===== src/rtl/regspi_pkg.sv =====
package regspi_pkg;
    localparam int CMD_W    = 8;
    localparam int ADDR_W   = 16;
    localparam int DATA_W   = 32;
    localparam int WSEL_W   = 2;
    localparam int HDR_BITS = CMD_W + ADDR_W;
    localparam int CNT_W    = $clog2(DATA_W + 1);
    localparam logic [CMD_W-1:0] CMD_RD = 8'h80;
    localparam logic [CMD_W-1:0] CMD_WR = 8'h00;

    typedef enum logic [2:0] {
        PH_IDLE,
        PH_HDR,
        PH_LOAD,
        PH_DATA,
        PH_DONE
    } phase_e;
endpackage


===== src/rtl/regspi_sync.sv =====
module regspi_sync #(
    parameter int STAGES = 2,
    parameter int W      = 3,
    parameter logic [W-1:0] RSTV = '0
) (
    input  logic         clk,
    input  logic         rst_n,
    input  logic [W-1:0] din,
    output logic [W-1:0] dout
);
    logic [W-1:0] chain_q [STAGES];

    for (genvar i = 0; i < STAGES; i++) begin : g_stage
        if (i == 0) begin : g_first
            always_ff @(posedge clk or negedge rst_n) begin
                if (!rst_n) chain_q[0] <= RSTV;
                else        chain_q[0] <= din;
            end
        end else begin : g_next
            always_ff @(posedge clk or negedge rst_n) begin
                if (!rst_n) chain_q[i] <= RSTV;
                else        chain_q[i] <= chain_q[i-1];
            end
        end
    end

    assign dout = chain_q[STAGES-1];
endmodule


===== src/rtl/regspi_frame.sv =====
module regspi_frame
    import regspi_pkg::*;
(
    input  logic              clk,
    input  logic              rst_n,
    input  logic              cs_n_s,
    input  logic              sclk_s,
    input  logic              mosi_s,
    input  logic              wr_lock,
    input  logic [DATA_W-1:0] reg_rdata,
    input  logic [WSEL_W-1:0] reg_width,
    output logic [ADDR_W-1:0] reg_addr,
    output logic [DATA_W-1:0] reg_wdata,
    output logic              reg_we,
    output logic              miso,
    output logic              cap_en,
    output logic              cap_rd,
    output logic [ADDR_W-1:0] cap_addr,
    output logic [DATA_W-1:0] cap_data
);
    typedef struct packed {
        phase_e            ph;
        logic [CNT_W-1:0]  cnt;
        logic [CNT_W-1:0]  dlen;
        logic [DATA_W-1:0] sh;
        logic [DATA_W-1:0] tx;
        logic [DATA_W-1:0] rdv;
        logic [ADDR_W-1:0] addr;
        logic              rd;
        logic              sck;
        logic              miso;
        logic              we;
        logic              cap;
    } fr_t;

    localparam fr_t FR_RST = '{ph: PH_IDLE, sck: 1'b1, default: '0};

    fr_t q, n;
    logic              rise, fall;
    logic [DATA_W-1:0] sh_nx;
    logic [CNT_W-1:0]  dlen_nx;

    assign rise = sclk_s & ~q.sck;
    assign fall = ~sclk_s & q.sck;

    always_comb begin
        n       = q;
        n.we    = 1'b0;
        n.cap   = 1'b0;
        n.sck   = sclk_s;
        sh_nx   = {q.sh[DATA_W-2:0], mosi_s};
        dlen_nx = CNT_W'(({{(CNT_W-WSEL_W){1'b0}}, reg_width} + CNT_W'(1)) << 3);
        if (cs_n_s) begin
            n.ph   = PH_IDLE;
            n.cnt  = '0;
            n.miso = 1'b0;
        end else begin
            unique case (q.ph)
                PH_IDLE: begin
                    n.ph  = PH_HDR;
                    n.cnt = '0;
                    n.sh  = '0;
                    n.tx  = '0;
                end
                PH_HDR: begin
                    if (fall) n.miso = 1'b0;
                    if (rise) begin
                        n.sh  = sh_nx;
                        n.cnt = q.cnt + CNT_W'(1);
                        if (q.cnt == CNT_W'(HDR_BITS - 1)) begin
                            n.rd   = sh_nx[HDR_BITS-1];
                            n.addr = sh_nx[ADDR_W-1:0];
                            n.cnt  = '0;
                            n.ph   = PH_LOAD;
                        end
                    end
                end
                PH_LOAD: begin
                    n.dlen = dlen_nx;
                    n.tx   = reg_rdata << (CNT_W'(DATA_W) - dlen_nx);
                    n.rdv  = reg_rdata & ({DATA_W{1'b1}} >> (CNT_W'(DATA_W) - dlen_nx));
                    n.sh   = '0;
                    n.ph   = PH_DATA;
                end
                PH_DATA: begin
                    if (fall) begin
                        n.miso = q.tx[DATA_W-1];
                        n.tx   = {q.tx[DATA_W-2:0], 1'b0};
                    end
                    if (rise) begin
                        n.sh  = sh_nx;
                        n.cnt = q.cnt + CNT_W'(1);
                        if (q.cnt == q.dlen - CNT_W'(1)) begin
                            n.ph = PH_DONE;
                            if (q.rd) begin
                                n.cap = 1'b1;
                            end else if (!wr_lock) begin
                                n.we  = 1'b1;
                                n.cap = 1'b1;
                            end
                        end
                    end
                end
                PH_DONE: ;
                default: n.ph = PH_IDLE;
            endcase
        end
    end

    always_ff @(posedge clk or negedge rst_n) begin
        if (!rst_n) q <= FR_RST;
        else        q <= n;
    end

    assign reg_addr  = q.addr;
    assign reg_wdata = q.sh;
    assign reg_we    = q.we;
    assign miso      = q.miso;
    assign cap_en    = q.cap;
    assign cap_rd    = q.rd;
    assign cap_addr  = q.addr;
    assign cap_data  = q.rd ? q.rdv : q.sh;

    assert_we_pulse_R4: assert property (@(posedge clk) disable iff (!rst_n)
        reg_we |=> !reg_we);
    assert_we_unlocked_R6: assert property (@(posedge clk) disable iff (!rst_n)
        reg_we |-> !$past(wr_lock));
    assert_we_not_read_R1: assert property (@(posedge clk) disable iff (!rst_n)
        reg_we |-> !q.rd);
    assert_miso_on_fall_R2: assert property (@(posedge clk) disable iff (!rst_n)
        !$stable(miso) |-> $past(fall || cs_n_s));
    assert_cnt_bound_R3: assert property (@(posedge clk) disable iff (!rst_n)
        q.cnt <= CNT_W'(DATA_W));
endmodule


===== src/rtl/regspi_lastop.sv =====
module regspi_lastop
    import regspi_pkg::*;
(
    input  logic              clk,
    input  logic              rst_n,
    input  logic              cap_en,
    input  logic              cap_rd,
    input  logic [ADDR_W-1:0] cap_addr,
    input  logic [DATA_W-1:0] cap_data,
    output logic [CMD_W-1:0]  last_cmd,
    output logic [ADDR_W-1:0] last_addr,
    output logic [DATA_W-1:0] last_data
);
    typedef struct packed {
        logic [CMD_W-1:0]  cmd;
        logic [ADDR_W-1:0] addr;
        logic [DATA_W-1:0] data;
    } rec_t;

    rec_t rec_q, rec_d;

    always_comb begin
        rec_d = rec_q;
        if (cap_en) begin
            rec_d.cmd  = cap_rd ? CMD_RD : CMD_WR;
            rec_d.addr = cap_addr;
            rec_d.data = cap_data;
        end
    end

    always_ff @(posedge clk or negedge rst_n) begin
        if (!rst_n) rec_q <= '0;
        else        rec_q <= rec_d;
    end

    assign last_cmd  = rec_q.cmd;
    assign last_addr = rec_q.addr;
    assign last_data = rec_q.data;

    assert_cap_hold_R7: assert property (@(posedge clk) disable iff (!rst_n)
        !$past(cap_en) |-> $stable(rec_q));
    assert_cap_cmd_R7: assert property (@(posedge clk) disable iff (!rst_n)
        (last_cmd == CMD_RD) || (last_cmd == CMD_WR));
endmodule


===== src/rtl/regspi_slave.sv =====
module regspi_slave
    import regspi_pkg::*;
#(
    parameter int SYNC_STAGES = 2
) (
    input  logic              clk,
    input  logic              rst_n,
    input  logic              cs_n,
    input  logic              sclk,
    input  logic              mosi,
    output logic              miso,
    input  logic              wr_lock,
    output logic [ADDR_W-1:0] reg_addr,
    output logic [DATA_W-1:0] reg_wdata,
    output logic              reg_we,
    input  logic [DATA_W-1:0] reg_rdata,
    input  logic [WSEL_W-1:0] reg_width,
    output logic [CMD_W-1:0]  last_cmd,
    output logic [ADDR_W-1:0] last_addr,
    output logic [DATA_W-1:0] last_data
);
    logic [2:0]        pins_s;
    logic              cap_en, cap_rd;
    logic [ADDR_W-1:0] cap_addr;
    logic [DATA_W-1:0] cap_data;

    regspi_sync #(.STAGES(SYNC_STAGES), .W(3), .RSTV(3'b011)) u_sync (
        .clk  (clk),
        .rst_n(rst_n),
        .din  ({mosi, sclk, cs_n}),
        .dout (pins_s)
    );

    regspi_frame u_frame (
        .clk      (clk),
        .rst_n    (rst_n),
        .cs_n_s   (pins_s[0]),
        .sclk_s   (pins_s[1]),
        .mosi_s   (pins_s[2]),
        .wr_lock  (wr_lock),
        .reg_rdata(reg_rdata),
        .reg_width(reg_width),
        .reg_addr (reg_addr),
        .reg_wdata(reg_wdata),
        .reg_we   (reg_we),
        .miso     (miso),
        .cap_en   (cap_en),
        .cap_rd   (cap_rd),
        .cap_addr (cap_addr),
        .cap_data (cap_data)
    );

    regspi_lastop u_last (
        .clk      (clk),
        .rst_n    (rst_n),
        .cap_en   (cap_en),
        .cap_rd   (cap_rd),
        .cap_addr (cap_addr),
        .cap_data (cap_data),
        .last_cmd (last_cmd),
        .last_addr(last_addr),
        .last_data(last_data)
    );
endmodule


===== config.mk =====
export PLATFORM = sky130hd
export DESIGN_NAME = regspi_slave
export DESIGN_NICKNAME = d
export VERILOG_FILES = /design/src/rtl/regspi_pkg.sv /design/src/rtl/regspi_sync.sv /design/src/rtl/regspi_frame.sv /design/src/rtl/regspi_lastop.sv /design/src/rtl/regspi_slave.sv
export SDC_FILE = /design/constraint.sdc
export NUM_CORES = 1
export LEC_CHECK = 0
export ABC_AREA = 1
export BUFFER_PORTS_ARGS = -buffer_cell sky130_fd_sc_hd__buf_2
export CAP_MARGIN = 0
export CORE_MARGIN = 8
export CORE_UTILIZATION = 51
export CTS_BUF_LIST = sky130_fd_sc_hd__clkbuf_16
export CTS_CLUSTER_DIAMETER = 150
export DETAILED_ROUTE_END_ITERATION = 10
export PLACE_DENSITY = 0.85
export SLEW_MARGIN = 30
export SYNTH_ARGS = -nofsm -noshare
export SYNTH_HDL_FRONTEND = slang
export SYNTH_HIERARCHICAL = 1
export SYNTH_SLANG_ARGS = --single-unit
export TNS_END_PERCENT = 10

===== constraint.sdc =====
create_clock -name clk -period 1.7 [get_ports clk]
set_clock_uncertainty 0.1 [all_clocks]
set_input_delay 0.17 -clock clk [delete_from_list [all_inputs] [get_ports clk]]
set_output_delay 0.17 -clock clk [all_outputs]
set_load 0.1 [all_outputs]

==> results.py <==
metrics = {
    "yosys": {
        "synth_warnings": 6,
        "synth_top_area_share_pct": 51.39,
        "synthCells": 1045,
        "synth_area_per_cell_sq_um": 8.341,
        "ys_top_cells_by_area": "dfrtp_1, nand2_1, buf_4",
        "synth_flop_cell": "dfrtp_1",
        "synth_area_sq_mm": 0.008716,
        "synthArstFlopShare_pct": 100.0,
        "ys_ff_latch": 184,
        "synth_seq_area_share_pct": 52.90,
        "synth-edff-count": 0,
        "synthDistinctLibCells": 34,
        "synth.largest_area_cell": "dfrtp_1",
    },
    "power": {
        "p_sw_uw": 3018,
        "ir_drop_v": 0.0007680,
        "power_uw": 10260,
        "combPwrFrac_pct": 15.1,
        "p_per_area_mw_per_mm2": 982.6,
        "p_leak_uw": 0.005353,
        "p_clk_share_pct": 37.4,
        "netSwitchingFraction_pct": 29.42,
        "internal-power_uw": 7240,
        "p_seq_share_pct": 47.6,
    },
    "floorplanning": {
        "ios": 146,
        "dieArea_sq_mm": 0.02153,
        "die_width_um": 146.7,
        "rows": 48,
        "die_h_um": 146.7,
        "initial_core_util_pct": 51.28,
        "core_area_sq_mm": 0.01700,
    },
    "layout": {
        "multi_input_area_sq_mm": 0.003094,
        "seqCellArea_sq_mm": 0.004613,
        "layout_common_cells": "nand2_1, dfrtp_1, buf_2",
        "nFillCells": 1369,
        "drive_gt1_share_pct": 22.26,
        "fin_nets": 1209,
        "syn_to_final_growth_pct": 19.77,
        "final_common_cell": "nand2_1",
    },
    "global_route": {
        "antenna_found_initial": 1,
        "grt.total_usage_pct": 21.57,
        "grt_pass1_wl_mm": 37.27,
        "grt_max_degree": 48,
        "grt_remaining_overflow": 0,
        "grt_pass1_vias": 7128,
    },
    "worst_setup_path": {
        "worstPathRequired_ns": 1.95,
        "worst-r2r-cell-count": 6,
        "critPathLaunch": "u_frame/q[130]",
        "arrival_ns": 1.93,
        "ff2ff_setup_slack_ns": 0.02,
        "worstSetupStartpointType": "flip-flop",
        "end_kind": "flip-flop",
        "worstSetupPathType": "flip-flop to flip-flop",
        "cp_max_fo": 10,
        "worst_r2r_endpoint": "u_frame/q[70]",
        "r2r_start": "u_frame/q[130]",
    },
    "timing": {
        "worst_pin_slew_ns": 0.5108,
        "relSlewSlack_pct": 66.18,
        "post-route-period-util_pct": 98.66,
        "fmax_mhz": 596.3,
        "hold_viol_final": 0,
        "post-route-min-period_ns": 1.677,
        "rsz0062_at_grt": "true",
        "setup-tns-final_ns": 0,
        "setup_violations": 0,
        "finalMaxSlewViolations": 0,
    },
    "detailed_routing": {
        "drtPass1Iterations": 7,
        "ant_nets": 0,
        "vias_per_cell": 5.445,
        "drt_wl_total_mm": 23.92,
        "drc": 0,
        "drtIter0Drc": 767,
        "wl_per_cell_um": 17.04,
        "dr_total_vias": 7645,
    },
    "run": {
        "drv_cap": 0,
    },
    "clocking": {
        "cts_root_buf": "clkbuf_16",
        "clkTransAtPathRegs_ns": 0.07,
        "clk_path_buf_depth": 2,
        "cts_tree": "done",
        "cts_buffers": 17,
        "clock_latency_ns": 0.43,
        "clock-sinks": 184,
        "htreeDepth": 4,
    },
    "place": {
        "hpwl_mm": 15.92,
        "gp_congestion": 0.9486,
        "portBuffers": 138,
    },
    "hold_path": {
        "min_delay_worst_endpoint": "u_frame/q[122]",
        "hold_class": "input pin to flip-flop",
        "holdPathStages": 4,
        "min_from": "reg_width[1]",
    },
    "run_status": {
        "status": "finished, final reports clean",
    },
}
==> timing repair <==
action	4_1_cts	5_1_grt
gates resized for setup	1	29
setup endpoints to repair	1	82
hold buffers	37	0
endpoints found under the hold margin	225	0
pin swaps	0	6
cloned	0	1
setup buffers	0	11
==> kinds of logic after synthesis <==
kind of cell | count (synthesis) | share of synthesized area [%]
buf+inv | 210 | 13.02
xor+xnor | 1 | 0.1005
flops | 184 | 52.90
fa+ha+maj | 5 | 0.7178
compound gates | 208 | 13.19
simple gates | 436 | 20.03
other cells | 1 | 0.04303
==> flip-flops by register name (all words and copies together) (netlist names) <==
name,cells
u_frame/q,77
u_frame/reg_wdata,32
u_last/last_data,32
u_frame/cap_addr,16
u_last/last_addr,16
u_sync/chain_q,3
u_sync/dout,3
u_frame/cap_en,1
u_frame/cap_rd,1
u_frame/miso,1
u_frame/reg_we,1
u_last/last_cmd,1
==> power by group through the flow <==
stage	sequential (uW)	clock, uW	combinational [uW]
global placement	4930	0	1320
finish	4880	3830	1540
CTS	4860	3920	1440
global route	4900	4090	1670
detailed placement	4930	0	1360
floorplan	4880	0	988
==> through the flow <==
step / hold WS, ns / utilization, % / cells / instance area, sq um / setup slack [ns]
final: 0.07364 / 61.42 / 1404 / 10440 / 0.02286
after global routing: 0.05895 / 61.40 / 1403 / 10440 / -0.05043
after CTS: 0.003737 / 60.12 / 1390 / 10220 / 0.007200
after detailed placement: 0.004779 / 54.57 / 1321 / 9275 / -0.02973
after global placement: 0.001403 / 54.57 / 1321 / 9275 / 0.06355
after floorplan: -0.2256 / - / 1051 / 8765 / -0.002002
==> metal layers <==
layer / track usage, % / vias up / share of wire [%]
met5: 0 / - / 0
met4: 9.377 / 0 / 4.1
met3: 5.291 / 91 / 8.5
met2: 34.10 / 422 / 47
met1: 27.74 / 3589 / 40
li1: - / 3543 / -
==> synthesized netlist by cell type (2+ instances only) <==
cell / count
nand2_1: 327
dfrtp_1: 179
buf_4: 78
inv_1: 73
o21ai_0: 71
a21oi_1: 63
nor2_1: 51
nand3_1: 41
o22ai_1: 34
buf_2: 25
clkbuf_1: 20
o211ai_1: 13
o21ai_1: 13
inv_2: 10
o31ai_1: 7
dfstp_2: 5
ha_1: 5
or2_2: 5
buf_6: 3
nand3b_1: 3
nor2_2: 3
a22oi_1: 2
a31oi_1: 2
nand2_2: 2
==> worst max-delay path by stage <==
| stage | slack, ns | endpoint |
|---|---|---|
| after floorplan | -0.002 | u_frame/q[82] |
| after global placement | 0.06 | u_frame/q[41] |
| after detailed placement | -0.03 | u_frame/q[40] |
| after CTS | 0.007 | u_frame/q[61] |
| after global routing | -0.05 | u_frame/cap_en |
| final | 0.02 | u_frame/q[70] |
==> final cells by class <==
class	instances	area share [%]
clock inverters	15	1.366
diodes	2	0.04794
flip-flops and latches	184	44.19
inverters	83	3.128
clock buffers	17	4.075
multi-input cells	657	29.64
repair buffers	221	14.85
well taps	225	2.697
==> worst max-delay path, cell delays in order (launching register included) <==
cell and delay, ns:
dfrtp_1 0.43, inv_2 0.10, nor2_1 0.25, nand2_2 0.21, a21oi_1 0.20, o211ai_1 0.14
a21oi_1 0.17
Note: power is estimated with default switching activity, not from simulation.
